[config.mk]
export PLATFORM = sky130hd
export DESIGN_NAME = sram_port_ctrl
export DESIGN_NICKNAME = d
export VERILOG_FILES = /design/src/rtl/sram_port_pkg.sv /design/src/rtl/sram_phase_timer.sv /design/src/rtl/sram_seq_fsm.sv /design/src/rtl/sram_bus_path.sv /design/src/rtl/sram_port_ctrl.sv
export SDC_FILE = /design/constraint.sdc
export NUM_CORES = 1
export LEC_CHECK = 0
export BUFFER_PORTS_ARGS = -buffer_cell sky130_fd_sc_hd__buf_2
export CAP_MARGIN = 0
export CORE_MARGIN = 1.5
export CORE_UTILIZATION = 46
export DETAILED_ROUTE_END_ITERATION = 16
export HOLD_SLACK_MARGIN = 0.15
export PLACE_DENSITY = 0.84
export SYNTH_ARGS = -nofsm -noshare
export SYNTH_HDL_FRONTEND = slang
export SYNTH_HIERARCHICAL = 1
export SYNTH_SLANG_ARGS = --single-unit
[constraint.sdc]
create_clock -name clk -period 2 [get_ports clk]
set_input_delay 0.2 -clock clk [delete_from_list [all_inputs] [get_ports clk]]
set_output_delay 0.2 -clock clk [all_outputs]
set_load 0.02 [all_outputs]
[src/rtl/sram_port_pkg.sv]
package sram_port_pkg;

  typedef enum logic [2:0] {
    ST_IDLE     = 3'd0,
    ST_RD_ACC   = 3'd1,
    ST_RD_REL   = 3'd2,
    ST_WR_FLOAT = 3'd3,
    ST_WR_DRIVE = 3'd4
  } seq_state_e;

  // Whole clock cycles covering a span, never less than one.
  function automatic int cycles_for(input int span_ps, input int clk_ps);
    int c;
    c = (span_ps + clk_ps - 1) / clk_ps;
    return (c < 1) ? 1 : c;
  endfunction

  function automatic int max_of(input int a, input int b);
    return (a > b) ? a : b;
  endfunction

  // Remainder of a span once an earlier phase is subtracted, floor of one.
  function automatic int left_after(input int total, input int used);
    return (total > used) ? (total - used) : 1;
  endfunction

endpackage

[src/rtl/sram_phase_timer.sv]
module sram_phase_timer #(
  parameter int CNT_W = 3
) (
  input  logic             clk,
  input  logic             rst,
  input  logic             load,
  input  logic [CNT_W-1:0] load_val,
  output logic             expired
);
  logic [CNT_W-1:0] remain_q;

  always_ff @(posedge clk) begin
    if (rst) begin
      remain_q <= '0;
    end else if (load) begin
      remain_q <= load_val;
    end else if (remain_q != '0) begin
      remain_q <= remain_q - 1'b1;
    end
  end

  assign expired = (remain_q == '0);
endmodule

[src/rtl/sram_seq_fsm.sv]
module sram_seq_fsm
  import sram_port_pkg::*;
#(
  parameter int CNT_W = 3,
  parameter int RD_C  = 3,
  parameter int REL_C = 2,
  parameter int FLT_C = 1,
  parameter int DRV_C = 2
) (
  input  logic             clk,
  input  logic             rst,
  input  logic             fire,
  input  logic             fire_write,
  input  logic             expired,
  output seq_state_e       state,
  output seq_state_e       state_nxt,
  output logic             load,
  output logic [CNT_W-1:0] load_val,
  output logic             capture
);
  localparam logic [CNT_W-1:0] RD_LD  = CNT_W'(RD_C - 1);
  localparam logic [CNT_W-1:0] REL_LD = CNT_W'(REL_C - 1);
  localparam logic [CNT_W-1:0] FLT_LD = CNT_W'(FLT_C - 1);
  localparam logic [CNT_W-1:0] DRV_LD = CNT_W'(DRV_C - 1);

  seq_state_e state_q;

  always_comb begin
    state_nxt = state_q;
    load      = 1'b0;
    load_val  = '0;
    capture   = 1'b0;
    case (state_q)
      ST_IDLE: begin
        if (fire) begin
          load = 1'b1;
          if (fire_write) begin
            state_nxt = ST_WR_FLOAT;
            load_val  = FLT_LD;
          end else begin
            state_nxt = ST_RD_ACC;
            load_val  = RD_LD;
          end
        end
      end
      ST_RD_ACC: begin
        if (expired) begin
          capture   = 1'b1;
          load      = 1'b1;
          load_val  = REL_LD;
          state_nxt = ST_RD_REL;
        end
      end
      ST_RD_REL: begin
        if (expired) state_nxt = ST_IDLE;
      end
      ST_WR_FLOAT: begin
        if (expired) begin
          load      = 1'b1;
          load_val  = DRV_LD;
          state_nxt = ST_WR_DRIVE;
        end
      end
      ST_WR_DRIVE: begin
        if (expired) state_nxt = ST_IDLE;
      end
      default: state_nxt = ST_IDLE;
    endcase
  end

  always_ff @(posedge clk) begin
    if (rst) state_q <= ST_IDLE;
    else     state_q <= state_nxt;
  end

  assign state = state_q;
endmodule

[src/rtl/sram_bus_path.sv]
module sram_bus_path
  import sram_port_pkg::*;
#(
  parameter int ADDR_W = 15,
  parameter int DATA_W = 8
) (
  input  logic              clk,
  input  logic              rst,
  input  seq_state_e        state_nxt,
  input  logic              fire,
  input  logic [ADDR_W-1:0] fire_addr,
  input  logic [DATA_W-1:0] fire_wdata,
  input  logic              capture,
  input  logic [DATA_W-1:0] dq_in,
  output logic [ADDR_W-1:0] addr_pins,
  output logic              ce_n,
  output logic              oe_n,
  output logic              we_n,
  output logic [DATA_W-1:0] dq_out,
  output logic              dq_oe,
  output logic              rvalid,
  output logic [DATA_W-1:0] rdata
);
  logic ce_d, oe_d, we_d, drv_d;
  logic ce_q, oe_q, we_q, drv_q;
  logic [ADDR_W-1:0] addr_q;
  logic [DATA_W-1:0] wdata_q;
  logic [DATA_W-1:0] rdata_q;
  logic              rvalid_q;

  // Pin levels for the state about to be entered; registered so pins never glitch.
  always_comb begin
    ce_d  = 1'b1;
    oe_d  = 1'b1;
    we_d  = 1'b1;
    drv_d = 1'b0;
    case (state_nxt)
      ST_RD_ACC: begin
        ce_d = 1'b0;
        oe_d = 1'b0;
      end
      ST_WR_FLOAT: begin
        ce_d = 1'b0;
        we_d = 1'b0;
      end
      ST_WR_DRIVE: begin
        ce_d  = 1'b0;
        we_d  = 1'b0;
        drv_d = 1'b1;
      end
      default: ;
    endcase
  end

  always_ff @(posedge clk) begin
    if (rst) begin
      ce_q     <= 1'b1;
      oe_q     <= 1'b1;
      we_q     <= 1'b1;
      drv_q    <= 1'b0;
      addr_q   <= '0;
      wdata_q  <= '0;
      rdata_q  <= '0;
      rvalid_q <= 1'b0;
    end else begin
      ce_q     <= ce_d;
      oe_q     <= oe_d;
      we_q     <= we_d;
      drv_q    <= drv_d;
      rvalid_q <= capture;
      if (fire) begin
        addr_q  <= fire_addr;
        wdata_q <= fire_wdata;
      end
      if (capture) rdata_q <= dq_in;
    end
  end

  assign addr_pins = addr_q;
  assign ce_n      = ce_q;
  assign oe_n      = oe_q;
  assign we_n      = we_q;
  assign dq_oe     = drv_q;
  assign dq_out    = wdata_q;
  assign rvalid    = rvalid_q;
  assign rdata     = rdata_q;
endmodule

[src/rtl/sram_port_ctrl.sv]
module sram_port_ctrl
  import sram_port_pkg::*;
#(
  parameter int ADDR_W        = 15,
  parameter int DATA_W        = 8,
  parameter int CLK_PS        = 4000,
  parameter int T_ADDR_ACC_PS = 10000,
  parameter int T_OE_ACC_PS   = 5000,
  parameter int T_OE_OFF_PS   = 5000,
  parameter int T_WE_OFF_PS   = 4000,
  parameter int T_WE_PULSE_PS = 10000,
  parameter int T_DATA_SU_PS  = 5000,
  parameter int T_ADDR_SU_PS  = 8000,
  parameter int T_WR_CYC_PS   = 10000
) (
  input  logic              clk,
  input  logic              rst,
  input  logic              req_valid,
  output logic              req_ready,
  input  logic              req_write,
  input  logic [ADDR_W-1:0] req_addr,
  input  logic [DATA_W-1:0] req_wdata,
  output logic              resp_valid,
  output logic [DATA_W-1:0] resp_rdata,
  output logic [ADDR_W-1:0] mem_addr,
  output logic              mem_ce_n,
  output logic              mem_oe_n,
  output logic              mem_we_n,
  output logic [DATA_W-1:0] mem_dq_out,
  output logic              mem_dq_oe,
  input  logic [DATA_W-1:0] mem_dq_in
);
  localparam int RD_C  = max_of(cycles_for(T_ADDR_ACC_PS, CLK_PS),
                                cycles_for(T_OE_ACC_PS, CLK_PS));
  localparam int REL_C = cycles_for(T_OE_OFF_PS, CLK_PS);
  localparam int FLT_C = cycles_for(T_WE_OFF_PS, CLK_PS);
  localparam int DRV_C = max_of(
      max_of(cycles_for(T_DATA_SU_PS, CLK_PS),
             left_after(cycles_for(T_WE_PULSE_PS, CLK_PS), FLT_C)),
      max_of(left_after(cycles_for(T_ADDR_SU_PS, CLK_PS), FLT_C),
             left_after(cycles_for(T_WR_CYC_PS, CLK_PS), FLT_C)));
  localparam int LONGEST = max_of(max_of(RD_C, REL_C), max_of(FLT_C, DRV_C));
  localparam int CNT_W   = $clog2(LONGEST + 1);

  seq_state_e       state, state_nxt;
  logic             fire, expired, load, capture;
  logic [CNT_W-1:0] load_val;

  assign req_ready = (state == ST_IDLE);
  assign fire      = req_valid && req_ready;

  sram_phase_timer #(.CNT_W(CNT_W)) u_timer (
    .clk      (clk),
    .rst      (rst),
    .load     (load),
    .load_val (load_val),
    .expired  (expired)
  );

  sram_seq_fsm #(
    .CNT_W (CNT_W),
    .RD_C  (RD_C),
    .REL_C (REL_C),
    .FLT_C (FLT_C),
    .DRV_C (DRV_C)
  ) u_fsm (
    .clk        (clk),
    .rst        (rst),
    .fire       (fire),
    .fire_write (req_write),
    .expired    (expired),
    .state      (state),
    .state_nxt  (state_nxt),
    .load       (load),
    .load_val   (load_val),
    .capture    (capture)
  );

  sram_bus_path #(.ADDR_W(ADDR_W), .DATA_W(DATA_W)) u_path (
    .clk        (clk),
    .rst        (rst),
    .state_nxt  (state_nxt),
    .fire       (fire),
    .fire_addr  (req_addr),
    .fire_wdata (req_wdata),
    .capture    (capture),
    .dq_in      (mem_dq_in),
    .addr_pins  (mem_addr),
    .ce_n       (mem_ce_n),
    .oe_n       (mem_oe_n),
    .we_n       (mem_we_n),
    .dq_out     (mem_dq_out),
    .dq_oe      (mem_dq_oe),
    .rvalid     (resp_valid),
    .rdata      (resp_rdata)
  );
endmodule

Word-level counts from Yosys, hierarchy flattened
Index checks and enable logic that the tools add are counted.

Reduce and logical (&&, ||, !) cells: 9. Equal/unequal tests: 7. $add $sub $neg: 1. Multiplexer cells: 20.

Operators with widths (number): 3-bit 2-to-1 mux (4); 3-bit one-hot mux with 4 select lines (1); 2-bit 2-to-1 mux (5); 3-bit by 2-bit == test with 1-bit output (second input constant) (3); 1-bit 2-to-1 mux (8); 3-bit by 1-bit == test with 1-bit output (second input constant) (2); 3-bit == test (second input constant) (2); 2-bit OR reduction (3); 2-bit one-hot mux with 2 select lines (1); 2-bit nonzero test (2); 3-bit zero test (1); 3-bit OR reduction (1); 2-bit zero test (1); 1-bit one-hot mux with 2 select lines (1); 2-bit by 1-bit subtractor with 2-bit output (second input constant) (1); 1-bit logical AND (1).

Input bits: 35. Logic and storage cells: 47. Flip-flop bits (word level): 41. Output and inout bits: 37.

Depth between registers and ports, before layout
Word-level depth: 7. Mapped depth: 7. Depth with buffers taken out: 6.

Modules after synthesis
Netlist, hierarchy kept.

Modules (own cells, without submodules): sram_bus_path (cells each 114, seq. area each 720.7 um^2, area an instance 1285.0 um^2, instances 1); sram_seq_fsm (cells each 22, seq. area each 60.1 um^2, area an instance 193.9 um^2, instances 1); sram_phase_timer (cells each 12, seq. area each 40.0 um^2, area an instance 121.4 um^2, instances 1); sram_port_ctrl (cells each 2, seq. area each 0.0 um^2, area an instance 20.0 um^2, instances 1).

Worst setup path after synthesis
Ideal clock, no wire load.

Path type: register to register. From: register u_fsm.state_q[1], in the netlist u_fsm/state[1]. To: register u_path.we_q, in the netlist u_path/we_n. Buffers on the path: 0. Data required time: 1.849 ns. Period minus slack after synthesis: 1.864 ns. Slack: 0.136 ns. Cell stages (with the launch flop): 6. Arrival: 1.713 ns. Library setup time: 0.151 ns. Path through: dfxtp_1 > nor4b_2 > or3b_4 > a21oi_1 > nor2b_1 > a31oi_1.

Longest elaborated chain between the ends: 7. Elaborated cells between the ends (all ways): 16. Those cells by class: 6 x eq/ne; 6 x mux; 4 x reduce/logical.

RTL lines: start, declared (line sram_seq_fsm.sv:26) `seq_state_e state_q;`; start signal, assigned (line sram_seq_fsm.sv:73) `else state_q <= state_nxt;`; 3-bit zero test (*) (line sram_port_ctrl.sv:49) `assign req_ready = (state == ST_IDLE);`; 1-bit logical AND (*) (line sram_port_ctrl.sv:50) `assign fire = req_valid && req_ready;`; named net fire (line sram_port_ctrl.sv:46) `logic fire, expired, load, capture;`; 3-bit 2-to-1 mux (*) (line sram_seq_fsm.sv:35) `if (fire) begin`; 3-bit one-hot mux with 4 select lines (*) (line sram_seq_fsm.sv:33) `case (state_q)`; named net state_nxt[0] (line sram_port_ctrl.sv:45) `seq_state_e state, state_nxt;`; 3-bit by 2-bit == test with 1-bit output or 3-bit == test (tied branches) (line sram_bus_path.sv:37) `case (state_nxt)`; 2-bit OR reduction (no source line) (*); 1-bit 2-to-1 mux (*) (line sram_bus_path.sv:37); end signal, assigned (line sram_bus_path.sv:68) `we_q <= we_d;`; end, declared (line sram_bus_path.sv:25) `logic ce_q, oe_q, we_q, drv_q;`.

The timed path passes the listed nets; every way through them passes the cells marked *. A chain may end at the register's enable or synchronous reset.

Final worst setup path
From: register u_fsm.state_q[0], in the netlist u_fsm/state[0]. To: register u_path.we_q, in the netlist u_path/we_n.

Same word-level chain as after synthesis.

==> flow_summary.json <==
{
  "clkTransAtPathRegs_ns": 0.12,
  "vias": 1480,
  "fin_area_sq_um": 2430,
  "n_antenna_cell": 0,
  "crit_fanout": 9,
  "dieHeight_microns": 62.4,
  "avgSynthCellArea_sq_um": 10.8,
  "rsz0062_at_grt": "false",
  "max_cap_violations": 0,
  "fin_nets": 295,
  "area_growth_pct": 50.0,
  "place_area_sq_um": 2020,
  "syn-num-nets": 186,
  "path_cells": "nor4b_4 -> or3b_4 -> a21oi_1 -> nor2b_1 -> a31oi_1",
  "syn_inst": 150,
  "drt_first_pass_iters": 4,
  "fin_util_pct": 72.3,
  "clkLatencyLatePin_ns": 0.35,
  "hpwl_microns": 2370,
  "finalCriticalPeriod_ns": 1.84,
  "crit_required_ns": 2.24,
  "outcome": "finished clean",
  "ff_latch_area_sq_um": 821,
  "finClkSkew_ns": 0.00800,
  "grtUsageTotal_pct": 23.5,
  "wirelength_microns": 4330,
  "power.density_nw_per_um2": 1180,
  "cts_tree": "built",
  "critPathKind": "register to register",
  "drive_gt1_share_pct": 36.2,
  "setup_viol": 0,
  "setup_ws_ns": 0.162,
  "synth_top_area_share_pct": 50.7,
  "core_area_sq_um": 3360,
  "first_global_vias": 1487,
  "fmax_mhz": 544,
  "ir_worst_vdd_v": 0.000666,
  "grt_max_degree": 28,
  "dp_slack_ns": 0.131,
  "synth_area_leaders": "dfxtp_1 (51%), mux2i_1 (19%), nor2_1 (7.6%), buf_12 (2.5%), a21oi_1 (1.5%)",
  "wire_per_inst_microns": 14.2,
  "cp_slowest_cell": "or3b_4",
  "yosys.area.top_type": "dfxtp_1",
  "slew_headroom_pct": 65.1,
  "cp-end-kind": "register",
  "cts-root-buf": "clkbuf_4",
  "post-route-period-util_pct": 91.9,
  "max_stage_delay_ns": 0.46,
  "die_x_microns": 62.4,
  "num_io_pins": 72,
  "ys_ff_latch": 41,
  "n_fill_cell": 241,
  "synth_commonest_cells": "dfxtp_1 (41), nor2_1 (33), mux2i_1 (31), a21oi_1 (5), buf_2 (5)",
  "syn_area_sq_um": 1620,
  "die-area_sq_um": 3890,
  "cp.arrival_ns": 2.08,
  "place.gp.congestion": 0.794,
  "synth.most_common_cell": "dfxtp_1",
  "finalHoldViolations": 0,
  "cts_buffer_depth": 2,
  "synth_flop_cell": "dfxtp_1",
  "gr-total-overflow": 0,
  "portBuffers": 71,
  "ys_types": 30,
  "drc_errors": 0,
  "max_slew.worst_pin.slew_ns": 0.524,
  "fin_tns_setup_ns": 0,
  "clock_sinks": 41,
  "grt_antenna_before_repair": 0,
  "min_path_type": "primary input to register",
  "htree_levels": 2,
  "vias_per_cell": 4.84,
  "yosys_warnings": 6,
  "leakagePower_nw": 1.16,
  "synth_edf_count": 0,
  "dr.first_iter.drc_count": 71,
  "start_util_pct": 48.2,
  "async_flop_share_pct": 0,
  "grt_pass1_wl_microns": 7070,
  "num_rows": 21,
  "cts_made_buffers": 5,
  "cp-start-kind": "register",
  "ant_nets": 0,
  "yosysSeqAreaShare_pct": 50.7,
  "multi_input_comb_area_sq_um": 717,
  "final-max-slew-violation-count": 0
}
## path summary, 6_finish.rpt
kind | from | end | slack [ns] | cells after the start
setup / recovery | u_fsm/state[0] | u_path/we_n | 0.16 | 5
hold / removal | req_valid | u_fsm/state[1] | 0.28 | 4
setup reg to reg | u_fsm/state[0] | u_path/we_n | 0.16 | 5
hold reg to reg | u_path/addr_pins[1] | u_path/addr_pins[1] | 0.50 | 2
## flip-flops by register name, summed over array words and instances, names as in the netlist
| name | cells |
|---|---|
| u_path/dq_out | 8 |
| u_path/we_n | 1 |
| u_path/oe_n | 1 |
| u_fsm/state | 3 |
| u_timer/remain_q | 2 |
| u_path/ce_n | 1 |
| u_path/rdata | 8 |
| u_path/addr_pins | 15 |
| u_path/rvalid | 1 |
| u_path/dq_oe | 1 |
## final cells by class
cell class	count	area share, %
clock inverters	2	1.54
inverters	3	0.463
flip-flops and latches	41	33.8
well taps	46	2.37
repair buffers	111	30.3
multi-input cells	97	29.5
clock buffers	6	2.11
## kinds of logic after synthesis
family,count (synthesis),synth area share (%)
simple gates,52,17.1
buf+inv,12,5.87
flops,41,50.7
compound gates,12,5.87
mux,31,19.2
fa+ha+maj,1,0.772
xor+xnor,1,0.541
## cell usage in the layout, fill, tap and decap left out, types with 2 or more instances in the layout
master,count
buf_2,71
dfxtp_1,41
nor2_1,33
dlygate4sd3_1,32
mux2i_1,31
buf_4,8
clkbuf_4,5
a21oi_1,4
nor3_1,3
nand3b_1,3
nor2b_1,3
inv_1,3
nor4b_4,2
nand2_1,2
## per-layer routing
layer | track usage, % | vias up | wire [microns]
met2 | 45.8 | 63 | 2350
li1 | - | 727 | -
met1 | 23.8 | 680 | 1660
met4 | 8.89 | 0 | 87
met3 | 5.80 | 10 | 237
met5 | 0 | - | 0
## timing repair
item                                   in CTS  in global routing
endpoints found under the hold margin      32                  0
setup buffers                               0                  0
setup endpoints to repair                   0                  4
hold buffers                               32                  0
gates resized for setup                     0                  1
## critical path, delay by kind of cell (launching register included)
| kind | cells | cell delay (ns) |
|---|---|---|
| and+or+nand+nor | 3 | 1.02 |
| DFF | 1 | 0.42 |
| AOI/OAI and AO/OA | 2 | 0.27 |
## through the flow
stage / hold slack (ns) / power, mW / std cells
after floorplan: 0.265 / 1.93 / 150
after global placement: 0.431 / 2.19 / 266
after detailed placement: 0.443 / 2.22 / 266
after CTS: 0.268 / 2.83 / 306
after global routing: 0.291 / 3.03 / 306
final: 0.280 / 2.86 / 306
## power by group
group / internal [mW] / switching [mW]
clock: 0.297 / 0.274
combinational: 0.541 / 0.677
sequential: 0.979 / 0.0949
total: 1.82 / 1.05
Note: power is estimated with default switching activity, not from simulation.
